**config.mk**
```make
export PLATFORM = sky130hd
export DESIGN_NAME = irq_accept_seq
export DESIGN_NICKNAME = d
export VERILOG_FILES = /design/src/rtl/irq_accept_pkg.sv /design/src/rtl/nmi_edge_detect.sv /design/src/rtl/accept_policy.sv /design/src/rtl/irq_accept_seq.sv
export SDC_FILE = /design/constraint.sdc
export NUM_CORES = 1
export LEC_CHECK = 0
export BUFFER_PORTS_ARGS = -buffer_cell sky130_fd_sc_hd__buf_2
export CAP_MARGIN = 20
export CORE_MARGIN = 2
export CORE_UTILIZATION = 35
export DETAILED_ROUTE_END_ITERATION = 16
export HOLD_SLACK_MARGIN = 0.06
export PLACE_DENSITY_LB_ADDON = 0.05
export SLEW_MARGIN = 25
export SYNTH_ARGS = -nofsm -noshare
export SYNTH_HDL_FRONTEND = slang
export SYNTH_HIERARCHICAL = 1
export SYNTH_SLANG_ARGS = --single-unit
```
**constraint.sdc**
```tcl
create_clock -name clk -period 1.4 [get_ports clk]
set_clock_uncertainty 0.2 [all_clocks]
set_input_delay 0.07 -clock clk [delete_from_list [all_inputs] [get_ports clk]]
set_output_delay 0.07 -clock clk [all_outputs]
set_load 0.01 [all_outputs]
```
**src/rtl/irq_accept_pkg.sv**
```systemverilog
// Shared types for the interrupt acceptance sequencer.
// Assumes a 2-bit source class supplied by the core's arbitration logic.
package irq_accept_pkg;

    typedef enum logic [1:0] {
        CLS_RESET = 2'd0,
        CLS_LVL7  = 2'd1,
        CLS_KEEP  = 2'd2,
        CLS_MASK  = 2'd3
    } src_class_e;

    typedef enum logic [2:0] {
        ST_IDLE,
        ST_FLG,
        ST_PCL,
        ST_PCH,
        ST_FIN
    } seq_state_e;

    localparam logic [1:0] SLOT_FLG = 2'd0;
    localparam logic [1:0] SLOT_PCL = 2'd1;
    localparam logic [1:0] SLOT_PCH = 2'd2;

endpackage

```
**src/rtl/nmi_edge_detect.sv**
```systemverilog
// Synchronizes the raw non-maskable pin, detects a high-to-low transition and
// holds a pending request until the sequencer takes it.
// Assumes the pin idles high; a new edge on the take cycle re-arms the latch.
module nmi_edge_detect #(
    parameter int SYNC_STAGES = 2
) (
    input  logic clk,
    input  logic rst_n,
    input  logic pin,
    input  logic take,
    output logic pending
);
    localparam int MSB = SYNC_STAGES - 1;

    logic [MSB:0] sync_q;
    logic         last_q;
    logic         pend_q;
    logic         fall;

    // Sync chain plus one history flop, all idle high.
    always_ff @(posedge clk) begin
        if (!rst_n) begin
            sync_q <= '1;
            last_q <= 1'b1;
        end else begin
            sync_q <= {sync_q[MSB-1:0], pin};
            last_q <= sync_q[MSB];
        end
    end

    // A high-to-low step on the synchronized level.
    always_comb fall = last_q & ~sync_q[MSB];

    // Pending latch: set by an edge, cleared when taken.
    always_ff @(posedge clk) begin
        if (!rst_n) pend_q <= 1'b0;
        else        pend_q <= fall | (pend_q & ~take);
    end

    assign pending = pend_q;
endmodule

```
**src/rtl/accept_policy.sv**
```systemverilog
// Decides the new priority level, the stack choice and whether any state is
// saved, for the request about to be taken. Purely combinational.
// Assumes is_nmi overrides the class fields.
module accept_policy
    import irq_accept_pkg::*;
#(
    parameter int IPL_W        = 3,
    parameter int SWNUM_W      = 6,
    parameter int SW_KEEP_BASE = 32
) (
    input  logic               is_nmi,
    input  src_class_e         cls,
    input  logic               swint,
    input  logic [SWNUM_W-1:0] swnum,
    input  logic [IPL_W-1:0]   prio,
    input  logic               cur_u,
    input  logic [IPL_W-1:0]   cur_ipl,
    output logic [IPL_W-1:0]   nxt_ipl,
    output logic               nxt_u,
    output logic               save_en
);
    localparam logic [SWNUM_W-1:0] KEEP_BASE = SWNUM_W'(SW_KEEP_BASE);

    logic keep_stack;

    // High-numbered software interrupts stay on the current stack.
    always_comb begin
        keep_stack = ~is_nmi & (cls != CLS_RESET) & swint & (swnum >= KEEP_BASE);
        nxt_u      = keep_stack ? cur_u : 1'b0;
        save_en    = is_nmi | (cls != CLS_RESET);
    end

    // Per-class priority level table.
    always_comb begin
        if (is_nmi) begin
            nxt_ipl = '1;
        end else begin
            unique case (cls)
                CLS_RESET: nxt_ipl = '0;
                CLS_LVL7:  nxt_ipl = '1;
                CLS_KEEP:  nxt_ipl = cur_ipl;
                default:   nxt_ipl = prio;
            endcase
        end
    end
endmodule

```
**src/rtl/irq_accept_seq.sv**
```systemverilog
// Interrupt acceptance sequencer: takes one request (pin edge first), writes
// the flag word and program counter to a stack port, then reports new flags.
// Assumes the core holds off vector fetch until seq_done and that
// DATA_W < PC_W <= 2*DATA_W.
module irq_accept_seq
    import irq_accept_pkg::*;
#(
    parameter int DATA_W       = 16,
    parameter int PC_W         = 20,
    parameter int IPL_W        = 3,
    parameter int SWNUM_W      = 6,
    parameter int SW_KEEP_BASE = 32,
    parameter int NMI_SYNC     = 2
) (
    input  logic               clk,
    input  logic               rst_n,
    input  logic               nmi_pin,
    input  logic               req_valid,
    output logic               req_ready,
    input  logic [1:0]         req_class,
    input  logic               req_swint,
    input  logic [SWNUM_W-1:0] req_swnum,
    input  logic [IPL_W-1:0]   req_prio,
    input  logic               cur_u,
    input  logic [IPL_W-1:0]   cur_ipl,
    input  logic [DATA_W-1:0]  flg_in,
    input  logic [PC_W-1:0]    pc_in,
    output logic               stk_wr,
    output logic               stk_user,
    output logic [1:0]         stk_slot,
    output logic [DATA_W-1:0]  stk_wdata,
    output logic               new_u,
    output logic               new_i,
    output logic               new_d,
    output logic [IPL_W-1:0]   new_ipl,
    output logic               seq_done
);
    localparam int HI_PAD = 2 * DATA_W - PC_W;

    seq_state_e           state_q;
    logic                 nmi_pend;
    logic                 is_idle;
    logic                 take_nmi;
    logic                 take_req;
    logic [IPL_W-1:0]     nxt_ipl;
    logic                 nxt_u;
    logic                 save_en;
    logic [DATA_W-1:0]    flg_q;
    logic [PC_W-1:0]      pc_q;
    logic                 u_q;
    logic [IPL_W-1:0]     ipl_q;

    nmi_edge_detect #(.SYNC_STAGES(NMI_SYNC)) u_nmi (
        .clk     (clk),
        .rst_n   (rst_n),
        .pin     (nmi_pin),
        .take    (take_nmi),
        .pending (nmi_pend)
    );

    accept_policy #(
        .IPL_W       (IPL_W),
        .SWNUM_W     (SWNUM_W),
        .SW_KEEP_BASE(SW_KEEP_BASE)
    ) u_policy (
        .is_nmi  (nmi_pend),
        .cls     (src_class_e'(req_class)),
        .swint   (req_swint),
        .swnum   (req_swnum),
        .prio    (req_prio),
        .cur_u   (cur_u),
        .cur_ipl (cur_ipl),
        .nxt_ipl (nxt_ipl),
        .nxt_u   (nxt_u),
        .save_en (save_en)
    );

    // Admission: a pending pin request wins over the core port.
    always_comb begin
        is_idle   = (state_q == ST_IDLE);
        take_nmi  = is_idle & nmi_pend;
        take_req  = is_idle & ~nmi_pend & req_valid;
        req_ready = is_idle & ~nmi_pend;
    end

    // Sequence state and capture of the saved context.
    always_ff @(posedge clk) begin
        if (!rst_n) begin
            state_q <= ST_IDLE;
            flg_q   <= '0;
            pc_q    <= '0;
            u_q     <= 1'b0;
            ipl_q   <= '0;
        end else begin
            unique case (state_q)
                ST_IDLE: begin
                    if (take_nmi || take_req) begin
                        flg_q   <= flg_in;
                        pc_q    <= pc_in;
                        u_q     <= nxt_u;
                        ipl_q   <= nxt_ipl;
                        state_q <= save_en ? ST_FLG : ST_FIN;
                    end
                end
                ST_FLG:  state_q <= ST_PCL;
                ST_PCL:  state_q <= ST_PCH;
                ST_PCH:  state_q <= ST_FIN;
                default: state_q <= ST_IDLE;
            endcase
        end
    end

    // Stack beat decode from the current state.
    always_comb begin
        stk_wr    = 1'b1;
        stk_slot  = SLOT_FLG;
        stk_wdata = flg_q;
        unique case (state_q)
            ST_FLG: ;
            ST_PCL: begin
                stk_slot  = SLOT_PCL;
                stk_wdata = pc_q[DATA_W-1:0];
            end
            ST_PCH: begin
                stk_slot  = SLOT_PCH;
                stk_wdata = {{HI_PAD{1'b0}}, pc_q[PC_W-1:DATA_W]};
            end
            default: stk_wr = 1'b0;
        endcase
    end

    assign stk_user = u_q;
    assign seq_done = (state_q == ST_FIN);
    assign new_u    = u_q;
    assign new_i    = 1'b0;
    assign new_d    = 1'b0;
    assign new_ipl  = ipl_q;
endmodule

```
Yosys cells after proc, flatten, opt, wreduce, memory -nomap -nowiden
Cells that the tools add are included.
{"block": "word_totals", "in_bits": 56, "output_inout_bits": 28, "ff_bits": 47, "wordCells": 44}
{"block": "op_classes", "n_eq_ne": 7, "n_reduce_logical": 6, "order_cmp": 1, "bitwise": 13, "muxes": 9}
{"cell": "$pmux 16 s2", "count": 1}
{"cell": "$pmux 3 s4", "count": 1}
{"cell": "$mux 3", "count": 3}
{"cell": "$pmux 3 s3", "count": 1}
{"cell": "$and 1x1->1", "count": 8}
{"cell": "$eq 3x2->1 const B", "count": 2}
{"cell": "$ge 6x6->1 const B", "count": 1}
{"cell": "$pmux 2 s2", "count": 1}
{"cell": "$eq 3x1->1 const B", "count": 1}
{"cell": "$eq 3x3->1 const B", "count": 1}
{"cell": "$logic_not 3->1", "count": 1}
{"cell": "$not 1->1", "count": 3}
{"cell": "$reduce_or 3->1", "count": 1}
{"cell": "$eq 2x1->1 const B", "count": 1}
{"cell": "$eq 2x2->1 const B", "count": 1}
{"cell": "$logic_not 2->1", "count": 1}
{"cell": "$mux 1", "count": 2}
{"cell": "$ne 2x1->1 const B", "count": 1}
{"cell": "$or 1x1->1", "count": 2}
{"cell": "$reduce_and 2->1", "count": 1}
{"cell": "$reduce_bool 2->1", "count": 1}
{"cell": "$logic_or 1x1->1", "count": 1}

Logic depth before layout (Yosys ltp)
Gate-level depths: netlist of the first run.
{"block": "depth", "depth_word": 6, "ltp_mapped": 6, "mapped_depth_nobuf": 4}

Hierarchy
Netlist of the first run, hierarchy kept.
{"module": "irq_accept_seq", "n_inst": 1, "cells_per_inst": 255, "area_per_inst_um2": 2085.8}
{"module": "nmi_edge_detect", "n_inst": 1, "cells_per_inst": 10, "area_per_inst_um2": 130.1}
{"module": "accept_policy", "n_inst": 1, "cells_per_inst": 14, "area_per_inst_um2": 78.8}

Worst setup path after synthesis of the first run
No wires, ideal clock.
{"block": "synth_path", "path_kind": "register to register", "start": "register u_nmi.pend_q (netlist: u_nmi/pending)", "end": "register flg_q[0]", "setup_slack_ns": -0.086, "path_buffers": 2, "t_required_ns": 1.082, "t_arrival_ns": 1.168, "synth_period_minus_slack_ns": 1.486, "setup_time_ns": 0.118, "stages_incl_launch_ff": 6, "cell_sequence": "dfxtp_1 -> or2_1 -> and3b_1 -> buf_6 -> buf_12 -> mux2i_1"}
{"block": "synth_via", "elab_chain_len": 5}
{"element": "start: declaration", "line_no": "nmi_edge_detect.sv:17", "text": "logic pend_q;"}
{"element": "start signal: assignment", "line_no": "nmi_edge_detect.sv:37", "text": "else pend_q <= fall | (pend_q & ~take);"}
{"element": "$not 1->1", "line_no": "irq_accept_seq.sv:82", "text": "take_req = is_idle & ~nmi_pend & req_valid;"}
{"element": "$and 1x1->1 (2 in series)", "line_no": "irq_accept_seq.sv:82"}
{"element": "$logic_or 1x1->1 (*)", "line_no": "irq_accept_seq.sv:97", "text": "if (take_nmi || take_req) begin"}
{"element": "$reduce_and 2->1 (no line) (*)"}
{"element": "end signal: assignment", "line_no": "irq_accept_seq.sv:98", "text": "flg_q <= flg_in;"}
{"element": "end: declaration", "line_no": "irq_accept_seq.sv:48", "text": "logic [DATA_W-1:0] flg_q;"}
Mark *: on every way between the ends. The rest lies on a longest branch, timed or not.
A chain may end at the register's enable or synchronous reset.

Worst setup path after layout of the first run
{"block": "layout_path", "start": "register state_q[0]", "end": "register pc_q[8]"}
{"block": "layout_via", "elab_chain_len": 5}
{"element": "start: declaration", "line_no": "irq_accept_seq.sv:40", "text": "seq_state_e state_q;"}
{"element": "start signal: assignment", "line_no": "irq_accept_seq.sv:102", "text": "state_q <= save_en ? ST_FLG : ST_FIN;"}
{"element": "$logic_not 3->1 (*)", "line_no": "irq_accept_seq.sv:80, irq_accept_seq.sv:95"}
{"element": "$and 1x1->1 (2 in series)", "line_no": "irq_accept_seq.sv:82"}
{"element": "$logic_or 1x1->1", "line_no": "irq_accept_seq.sv:97"}
{"element": "$reduce_and 2->1 (no line) (*)"}
{"element": "end signal: assignment", "line_no": "irq_accept_seq.sv:99", "text": "pc_q <= pc_in;"}
{"element": "end: declaration", "line_no": "irq_accept_seq.sv:49", "text": "logic [PC_W-1:0] pc_q;"}
Marked as above.

==> flow_summary.html, run 1 <==
<table>
<tr><th>Metric</th><th>Value</th></tr>
<tr><th colspan="2">STA</th></tr>
<tr><td>Period Utilization, post-route</td><td>1.16</td></tr>
<tr><td>Final critical-path required period</td><td>approximately 1600 ps</td></tr>
<tr><td>Final number of max-transition violations</td><td>0</td></tr>
<tr><td>Final hold vios</td><td>0</td></tr>
<tr><td>Count of final setup violators</td><td>62</td></tr>
<tr><td>Max Clk Rate</td><td>618 MHz</td></tr>
<tr><td>Setup WS post-layout</td><td>-219 ps</td></tr>
<tr><td>Total negative slack</td><td>-9620 ps</td></tr>
<tr><td>RSZ-0062 raised after global routing</td><td>yes</td></tr>
<tr><th colspan="2">Clocking</th></tr>
<tr><td>Clock sink total</td><td>47</td></tr>
<tr><td>Clock insertion delay at the later pin of the skew report</td><td>roughly 300 ps</td></tr>
<tr><td>Clock Path Buffers</td><td>2</td></tr>
<tr><td>Clock transition at the registers of the reported paths</td><td>90 ps</td></tr>
<tr><td>Number of clock buffers inserted by TritonCTS</td><td>5</td></tr>
<tr><td>Number of H-tree levels</td><td>2</td></tr>
<tr><td>Cell at the root of the clock tree</td><td>sky130_fd_sc_hd__clkbuf_8</td></tr>
<tr><td>Clock tree from TritonCTS</td><td>built</td></tr>
<tr><th colspan="2">Die</th></tr>
<tr><td>Number of standard-cell rows in the floorplan</td><td>29</td></tr>
<tr><td>Initial Utilization</td><td>0.361</td></tr>
<tr><td>I/O pin cnt</td><td>84</td></tr>
<tr><td>Die Wd</td><td>85.0 um</td></tr>
<tr><td>Core box area</td><td>6350 um2</td></tr>
<tr><td>Floorplan die height</td><td>85.0 um</td></tr>
<tr><td>Die area</td><td>7220 um2</td></tr>
<tr><th colspan="2">Outcome</th></tr>
<tr><td>Failing checks</td><td>setup timing</td></tr>
<tr><td>Status</td><td>complete, but fails checks</td></tr>
<tr><th colspan="2">Global routing</th></tr>
<tr><td>Via count of the first global-routing pass</td><td>2171</td></tr>
<tr><td>Number of antenna violations at the first check in global routing</td><td>0</td></tr>
<tr><td>First-pass GRT wire length</td><td>approximately 10000 um</td></tr>
<tr><td>Overall overflow remaining after global route</td><td>0</td></tr>
<tr><td>Largest net degree at the start of global routing</td><td>73</td></tr>
<tr><td>Overall track demand over capacity in global routing</td><td>0.172</td></tr>
<tr><th colspan="2">Layout</th></tr>
<tr><td>Util after Layout</td><td>0.581</td></tr>
<tr><td>Post-Layout Inst Area</td><td>approximately 3700 um2</td></tr>
<tr><td>Area grow syn2layout</td><td>60.9%</td></tr>
<tr><td>Layout net count</td><td>470</td></tr>
<tr><td>Antenna diode count</td><td>0</td></tr>
<tr><td>Fraction of final layout cells with drive strength greater than 1</td><td>0.338</td></tr>
<tr><th colspan="2">Route</th></tr>
<tr><td>Initial DRC Count</td><td>41</td></tr>
<tr><td>Post-route ant nets</td><td>0</td></tr>
<tr><td>DR vias</td><td>2204</td></tr>
<tr><td>Post-detailed-route wirelength per cell</td><td>13.0 um</td></tr>
<tr><td>Total Wirelength</td><td>6370 um</td></tr>
<tr><td>DRT Pass-1 Iters</td><td>4</td></tr>
<tr><td>Vias per cell</td><td>4.49</td></tr>
<tr><td>Detailed-route DRC error count</td><td>0</td></tr>
<tr><th colspan="2">Logic synthesis</th></tr>
<tr><td>Register area share after synthesis</td><td>0.410</td></tr>
<tr><td>Number of distinct library cells after synthesis</td><td>30</td></tr>
<tr><td>Most common flop cell mapped by yosys</td><td>sky130_fd_sc_hd__dfxtp_1</td></tr>
<tr><td>Number of enable flip-flop cells after synthesis</td><td>0</td></tr>
<tr><td>Number of storage elements in the synthesis netlist</td><td>47</td></tr>
<tr><td>Post-synth ARST share</td><td>0</td></tr>
<tr><td>Mapped cell area</td><td>2290 um2</td></tr>
<tr><td>Post-Synthesis Mean Instance Area</td><td>8.22 um2</td></tr>
<tr><td>Yosys synthesis warning count</td><td>6</td></tr>
<tr><td>Instance count of the mapped netlist</td><td>279</td></tr>
<tr><th colspan="2">Worst setup path</th></tr>
<tr><td>Category of the most critical setup path</td><td>flop to flop</td></tr>
<tr><td>CP Capture Type</td><td>flop</td></tr>
<tr><td>Sort of element at the start of the critical path</td><td>flop</td></tr>
<tr><td>Worst endpoint data arrival time</td><td>1640 ps</td></tr>
<tr><td>Peak fanout along the critical path</td><td>5</td></tr>
<tr><td>Worst path required time</td><td>between 1000 and 1500 ps</td></tr>
<tr><th colspan="2">Run</th></tr>
<tr><td>Max Cap Violations</td><td>0</td></tr>
<tr><th colspan="2">Power and ir drop</th></tr>
<tr><td>Static Leak</td><td>between 0.0015 and 0.002 uW</td></tr>
<tr><td>Power density normalized to cell area</td><td>a little over 1000 nW/um2</td></tr>
<tr><td>Total power after layout</td><td>between 3000 and 4000 uW</td></tr>
<tr><td>Worst vdd ir</td><td>a little under 0.0006 V</td></tr>
<tr><th colspan="2">Place</th></tr>
<tr><td>Area after DPL</td><td>between 2000 and 3000 um2</td></tr>
<tr><td>Sum of net half-perimeters after detailed placement</td><td>between 3000 and 4000 um</td></tr>
<tr><td>Last weighted congestion value of the routability-driven placer</td><td>roughly 0.76</td></tr>
<tr><td>Setup slack at placement</td><td>-21.5 ps</td></tr>
<tr><td>Port bufs</td><td>76</td></tr>
<tr><th colspan="2">Min path</th></tr>
<tr><td>Class of the tightest hold or removal check</td><td>primary input to flop</td></tr>
</table>
[worst paths after layout]
kind / start / endpoint / slack (ps) / cells after the start
worst min-delay path: rst_n / pc_q[5] / 80 / 4
worst max-delay path: state_q[0] / pc_q[8] / -220 / 6
worst min register to register: u_nmi/sync_q[0] / u_nmi/sync_q[1] / 220 / 1
worst max register to register: state_q[0] / pc_q[8] / -220 / 6
[synthesized netlist by cell type, types with 2 or more instances]
cell type / n / share of area
sky130_fd_sc_hd__o21ai_1: 16 / 0.035
sky130_fd_sc_hd__buf_2: 5 / 0.011
sky130_fd_sc_hd__nand2_1: 112 / 0.18
sky130_fd_sc_hd__nand2b_1: 6 / 0.016
sky130_fd_sc_hd__nor2_1: 8 / 0.013
sky130_fd_sc_hd__buf_12: 4 / 0.035
sky130_fd_sc_hd__clkbuf_1: 11 / 0.018
sky130_fd_sc_hd__dfxtp_1: 47 / 0.41
sky130_fd_sc_hd__buf_4: 3 / 0.0098
sky130_fd_sc_hd__a32oi_1: 3 / 0.011
sky130_fd_sc_hd__a21oi_1: 2 / 0.0044
sky130_fd_sc_hd__mux2i_1: 44 / 0.19
[kinds of logic after synthesis]
family | count (synthesis) | synth area share
AND/OR/NAND/NOR | 137 | 0.251
multiplexers | 44 | 0.192
buffers and inverters | 26 | 0.0823
XOR/XNOR | 1 | 0.00382
other | 1 | 0.00163
flip-flops | 47 | 0.410
AO/OA/AOI/OAI | 23 | 0.0589
[state kept, by name (all words and copies together), names as in the netlist]
name,cells
u_nmi/pending,1
pc_q,20
flg_q,16
u_nmi/sync_q,2
new_u,1
u_nmi/last_q,1
state_q,3
new_ipl,3
[cell usage in the layout (no fill, tap or decap), drive strengths merged]
cell / Yosys / routed
clkinv: 0 / 1
or3: 1 / 1
a21oi: 2 / 2
nand2b: 7 / 7
nor3b: 1 / 1
conb: 1 / 2
and2: 1 / 1
nor4: 1 / 1
clkbuf: 12 / 9
nand3b: 1 / 1
dlygate4sd3: 0 / 53
nor2: 9 / 9
buf: 13 / 96
or2: 1 / 1
a32oi: 3 / 3
xnor2: 1 / 1
a21boi: 1 / 1
mux2i: 44 / 44
dfxtp: 47 / 47
nor4b: 1 / 1
inv: 1 / 1
nor3: 1 / 1
o211ai: 1 / 1
o21ai: 16 / 16
and3b: 1 / 1
nand2: 112 / 112
[where the power goes]
part | internal (uW) | leakage, uW | switching, uW
sequential | 1490 | 0.000388 | 88.8
clock | 389 | 0.0000470 | 447
combinational | 730 | 0.00125 | 615
total | 2610 | 0.00168 | 1150
[worst max-delay path: stages (launching register included)]
cell,delay (ps)
sky130_fd_sc_hd__dfxtp_2,340
sky130_fd_sc_hd__buf_4,130
sky130_fd_sc_hd__nor2_4,70
sky130_fd_sc_hd__and3b_2,340
sky130_fd_sc_hd__buf_12,150
sky130_fd_sc_hd__buf_8,120
sky130_fd_sc_hd__mux2i_1,180
[cell type report]
type                       instances  area [um2]
clock buffer                       6        82.6
clock inverter                     1        5.00
fill                             608        2660
inverter                           1        6.26
multi-input combinational        207        1290
sequential                        47         946
tap                               77        96.3
timing repair buffer             152        1270
[what timing repair did]
| item | CTS | global route |
|---|---|---|
| pin swaps | 2 | 8 |
| hold buffers | 52 | 3 |
| endpoints found under the setup margin | 59 | 65 |
| setup buffers | 4 | 1 |
| resized for setup | 24 | 20 |
| gates cloned | 2 | 3 |
| endpoints found under the hold margin | 45 | 4 |
[per-stage QoR]
step | hold slack, ps | instances
after floorplan | -57.0 | 280
after global routing | 104 | 491
after detailed placement | 61.7 | 421
final | 79.6 | 491
after global placement | 60.9 | 421
after CTS | 73.9 | 486
[layer usage]
layer  up-vias  global-route usage  part of all wire
met3         2              0.0457             0.038
li1       1166                   -                 -
met2        47               0.288              0.49
met5         -                   0                 0
met1       989               0.222              0.47
met4         0              0.0390            0.0046
Power figures use the tool's default switching activity.
==> run 2: changes to the inputs <==
Settings changed: CELL_PAD_IN_SITES_DETAIL_PLACEMENT from default to 0, CELL_PAD_IN_SITES_GLOBAL_PLACEMENT from default to 1, CORE_UTILIZATION 35 to 32.
==> run 2 against run 1 <==
  * The flow still finishes with violations (setup timing)
  * Highest routed layer unchanged
  * Critical endpoint is now stk_wdata[11]
  * Via count up 3.6%
  * Routed wire length is 5.5% higher
  * Maximum frequency rose by 3.4%
  * Total power shrank 2.2%
==> flow_summary.html, run 2 (synthesis gave the netlist of run 1 again) <==
<table>
<tr><th>Metric</th><th>Value</th></tr>
<tr><th colspan="2">Outcome</th></tr>
<tr><td>Status</td><td>complete, but fails checks (unchanged)</td></tr>
<tr><td>Failing checks</td><td>setup timing (unchanged)</td></tr>
<tr><th colspan="2">STA</th></tr>
<tr><td>Final number of max-transition violations</td><td>0 (unchanged)</td></tr>
<tr><td>RSZ-0062 raised after global routing</td><td>yes (unchanged)</td></tr>
<tr><td>Final hold vios</td><td>0 (unchanged)</td></tr>
<tr><td>Final critical-path required period</td><td>1570 ps (was 1620 ps)</td></tr>
<tr><td>Setup WS post-layout</td><td>-165 ps (was -219 ps)</td></tr>
<tr><td>Relative slew margins</td><td>0.611</td></tr>
<tr><td>Max Clk Rate</td><td>639 MHz (was 618 MHz)</td></tr>
<tr><td>Period Utilization, post-route</td><td>1.12 (was 1.16)</td></tr>
<tr><td>Hold WS</td><td>25.8 ps (was 79.6 ps)</td></tr>
<tr><td>Count of final setup violators</td><td>61 (was 62)</td></tr>
<tr><td>Worst-Margin Slew</td><td>583 ps</td></tr>
<tr><th colspan="2">Place</th></tr>
<tr><td>Sum of net half-perimeters after detailed placement</td><td>3750 um (was 3580 um)</td></tr>
<tr><td>Port bufs</td><td>76 (unchanged)</td></tr>
<tr><td># placed instances</td><td>440 (was 421)</td></tr>
<tr><td>Last weighted congestion value of the routability-driven placer</td><td>0.736 (was 0.764)</td></tr>
<tr><th colspan="2">Global routing</th></tr>
<tr><td>Largest net degree at the start of global routing</td><td>54 (was 73)</td></tr>
<tr><td>First-pass GRT wire length</td><td>10300 um (was 10100 um)</td></tr>
<tr><td>Overall track demand over capacity in global routing</td><td>0.169 (was 0.172)</td></tr>
<tr><td>Via count of the first global-routing pass</td><td>2225 (was 2171)</td></tr>
<tr><td>Number of antenna violations at the first check in global routing</td><td>0 (unchanged)</td></tr>
<tr><td>Overall overflow remaining after global route</td><td>0 (unchanged)</td></tr>
<tr><th colspan="2">Clocking</th></tr>
<tr><td>Clock Path Buffers</td><td>2 (unchanged)</td></tr>
<tr><td>Clock tree from TritonCTS</td><td>built (unchanged)</td></tr>
<tr><td>Cell at the root of the clock tree</td><td>sky130_fd_sc_hd__clkbuf_8 (unchanged)</td></tr>
<tr><td>Clock insertion delay at the later pin of the skew report</td><td>300 ps (about the same)</td></tr>
<tr><td>Clock sink total</td><td>47 (unchanged)</td></tr>
<tr><td>Number of clock buffers inserted by TritonCTS</td><td>5 (unchanged)</td></tr>
<tr><td>Clock transition at the registers of the reported paths</td><td>80 ps (was 90 ps)</td></tr>
<tr><td>Number of H-tree levels</td><td>2 (unchanged)</td></tr>
<tr><th colspan="2">Run</th></tr>
<tr><td>Max Cap Violations</td><td>0 (unchanged)</td></tr>
<tr><th colspan="2">Route</th></tr>
<tr><td>Post-detailed-route wirelength per cell</td><td>13.0 um (about the same)</td></tr>
<tr><td>Detailed-route DRC error count</td><td>0 (unchanged)</td></tr>
<tr><td>Vias per cell</td><td>4.42 (was 4.49)</td></tr>
<tr><td>Post-route ant nets</td><td>0 (unchanged)</td></tr>
<tr><td>Initial DRC Count</td><td>63 (was 41)</td></tr>
<tr><td>Total Wirelength</td><td>6720 um (was 6370 um)</td></tr>
<tr><td>DR vias</td><td>2284 (was 2204)</td></tr>
<tr><td>DRT Pass-1 Iters</td><td>4 (unchanged)</td></tr>
<tr><th colspan="2">Power and ir drop</th></tr>
<tr><td>Worst vdd ir</td><td>0.000429 V (was 0.000577 V)</td></tr>
<tr><td>Switching portion of total power</td><td>0.306 (was 0.307)</td></tr>
<tr><td>Net switching power of the design</td><td>1120 uW (was 1150 uW)</td></tr>
<tr><td>Portion of total power attributed to combinational logic</td><td>0.363 (was 0.358)</td></tr>
<tr><td>Power density normalized to cell area</td><td>978 nW/um2 (was 1020 nW/um2)</td></tr>
<tr><td>P_int</td><td>2550 uW (was 2610 uW)</td></tr>
<tr><td>Sequential Power Share</td><td>0.429 (was 0.419)</td></tr>
<tr><td>Static Leak</td><td>0.00168 uW (about the same)</td></tr>
<tr><td>Clock Power Share</td><td>0.208 (was 0.222)</td></tr>
<tr><th colspan="2">Worst setup path</th></tr>
<tr><td>Critical Path Stages</td><td>4 (was 6)</td></tr>
<tr><td>Worst path required time</td><td>1130 ps (was 1420 ps)</td></tr>
<tr><td>Launching point of the worst reg2reg path</td><td>u_nmi/pending (was state_q[0])</td></tr>
<tr><td>Crit path max-delay family</td><td>flip-flops (was simple AND/OR/NAND/NOR gates)</td></tr>
<tr><td>Sort of element at the start of the critical path</td><td>flop (unchanged)</td></tr>
<tr><td>Worst endpoint data arrival time</td><td>1300 ps (was 1640 ps)</td></tr>
<tr><td>R2r worst-path depth</td><td>5 (was 6)</td></tr>
<tr><td>Series of cell instances along the critical path</td><td>nand2b_4 &gt; clkbuf_16 &gt; o21ai_2 &gt; buf_2 (was buf_4 &gt; nor2_4 &gt; and3b_2 &gt; buf_12 &gt; buf_8 &gt; mux2i_1)</td></tr>
<tr><td>Category of the most critical setup path</td><td>flop to primary output (was flop to flop)</td></tr>
<tr><td>Largest stage delay, worst path</td><td>330 ps (was 340 ps)</td></tr>
<tr><td>Worst setup endpoint</td><td>stk_wdata[11] (was pc_q[8])</td></tr>
<tr><td>Slowest cell on the critical path</td><td>sky130_fd_sc_hd__dfxtp_2 (unchanged)</td></tr>
<tr><td>Reg2reg end</td><td>pc_q[6] (was pc_q[8])</td></tr>
<tr><td>Buffers &amp; Inverters on Critical Path</td><td>2 (was 3)</td></tr>
<tr><td>Reg2reg setup slack</td><td>-170 ps (was -220 ps)</td></tr>
<tr><td>CP Capture Type</td><td>primary output (was flop)</td></tr>
<tr><td>Peak fanout along the critical path</td><td>8 (was 5)</td></tr>
<tr><td>Launch point of the critical path</td><td>state_q[2] (was state_q[0])</td></tr>
<tr><th colspan="2">Min path</th></tr>
<tr><td>Class of the tightest hold or removal check</td><td>primary input to flop (unchanged)</td></tr>
<tr><td>Start point of the worst hold path</td><td>req_class[1] (was rst_n)</td></tr>
<tr><th colspan="2">Die</th></tr>
<tr><td>Die area</td><td>7860 um2 (was 7220 um2)</td></tr>
<tr><td>Number of standard-cell rows in the floorplan</td><td>30 (was 29)</td></tr>
<tr><td>Initial Utilization</td><td>0.334 (was 0.361)</td></tr>
<tr><td>I/O pin cnt</td><td>84 (unchanged)</td></tr>
<tr><td>Die Wd</td><td>88.7 um (was 85.0 um)</td></tr>
<tr><td>Core box area</td><td>6870 um2 (was 6350 um2)</td></tr>
<tr><td>Floorplan die height</td><td>88.7 um (was 85.0 um)</td></tr>
<tr><th colspan="2">Layout</th></tr>
<tr><td>Top reg by flops</td><td>pc_q (unchanged)</td></tr>
<tr><td>Final Instance Count excl. Fillers</td><td>517 (was 491)</td></tr>
<tr><td>Area grow syn2layout</td><td>63.7% (was 60.9%)</td></tr>
<tr><td>Most frequent cells in the layout</td><td>106 x sky130_fd_sc_hd__nand2_1, 74 x sky130_fd_sc_hd__buf_2, 62 x sky130_fd_sc_hd__dlygate4sd3_1, 43 x sky130_fd_sc_hd__mux2i_1, 43 x sky130_fd_sc_hd__dfxtp_1 (was 104 x sky130_fd_sc_hd__nand2_1, 75 x sky130_fd_sc_hd__buf_2, 53 x sky130_fd_sc_hd__dlygate4sd3_1, 44 x sky130_fd_sc_hd__mux2i_1, 43 x sky130_fd_sc_hd__dfxtp_1)</td></tr>
<tr><td>Registers with the most flip-flops</td><td>pc_q: 20 flops, flg_q: 16 flops (unchanged)</td></tr>
<tr><td>Layout net count</td><td>478 (was 470)</td></tr>
<tr><td>Number of flip-flops in the largest register</td><td>20 (unchanged)</td></tr>
<tr><td>Fraction of final layout cells with drive strength greater than 1</td><td>0.311 (was 0.338)</td></tr>
<tr><td>Antenna diode count</td><td>0 (unchanged)</td></tr>
<tr><td>Most frequent standard cell in the layout excluding fill and tap cells</td><td>sky130_fd_sc_hd__nand2_1 (unchanged)</td></tr>
</table>
==> run 2: cell types whose count changed in the layout (fill, tap and decap cells not counted), moves of 2 or more <==
cell / change
sky130_fd_sc_hd__buf_4: -4
sky130_fd_sc_hd__buf_6: +5
sky130_fd_sc_hd__dfxtp_2: -2
sky130_fd_sc_hd__dfxtp_4: +2
sky130_fd_sc_hd__dlygate4sd3_1: +9
sky130_fd_sc_hd__nand2_1: +2
sky130_fd_sc_hd__nand2_4: -2
sky130_fd_sc_hd__o21ai_1: +6
sky130_fd_sc_hd__o21ai_2: -6
==> run 2: cell type report <==
cell class | count | area [um2]
inverter | 1 | 8.76
timing repair buffer | 160 | 1350
clock buffer | 6 | 72.6
multi-input combinational | 207 | 1250
tap | 96 | 120
fill | 653 | 3110
sequential | 47 | 951
==> run 2: worst min path at each step <==
stage | slack (ps) | end | cells after the start
after global routing | 40 | state_q[2] | 4
final | 30 | state_q[2] | 4
after global placement | 50 | u_nmi/sync_q[0] | 2
after CTS | 0.3 | state_q[2] | 4
after detailed placement | 70 | u_nmi/sync_q[0] | 2
after floorplan | -60 | u_nmi/last_q | 1
==> run 2: timing repair <==
| item | in CTS | in global routing |
|---|---|---|
| cloned | 2 | 2 |
| endpoints found under the setup margin | 61 | 64 |
| hold buffers | 63 | 1 |
| gates resized for setup | 26 | 17 |
| endpoints found under the hold margin | 45 | 4 |
| buffers inserted | 2 | 2 |
| pin swaps | 4 | 4 |
==> run 2: tightest hold or removal path: cells and delay by family <==
| family | cells | cell delay (ps) |
|---|---|---|
| and+or+nand+nor | 2 | 240 |
| AOI/OAI and AO/OA | 1 | 60 |
| buffers and inverters | 1 | 100 |
==> run 2: metrics by stage <==
stage / TNS (ps) / setup WS [ps] / total power (uW) / area (um2) / util
global placement: -1000 / -35.8 / 2520 / 2760 / 0.402
global route: -9370 / -235 / 3890 / 3760 / 0.547
floorplan: -978 / -24.4 / 2260 / 2300 / -
detailed placement: -1090 / -45.7 / 2520 / 2760 / 0.402
CTS: -6580 / -149 / 3590 / 3630 / 0.528
finish: -6300 / -165 / 3680 / 3760 / 0.547
==> run 2: per-layer routing <==
layer,vias to the layer above,part of all wire,track usage
li1,1185,-,-
met1,1041,0.49,0.219
met2,52,0.46,0.287
met3,6,0.037,0.0373
met4,0,0.0082,0.0413
met5,-,0,0
==> run 2: power by group through the flow <==
stage / logic [uW] / clock network (uW) / registers (uW)
floorplan: 675 / 0 / 1580
global placement: 925 / 0 / 1590
detailed placement: 928 / 0 / 1590
CTS: 1230 / 794 / 1570
global route: 1450 / 843 / 1600
finish: 1330 / 765 / 1580
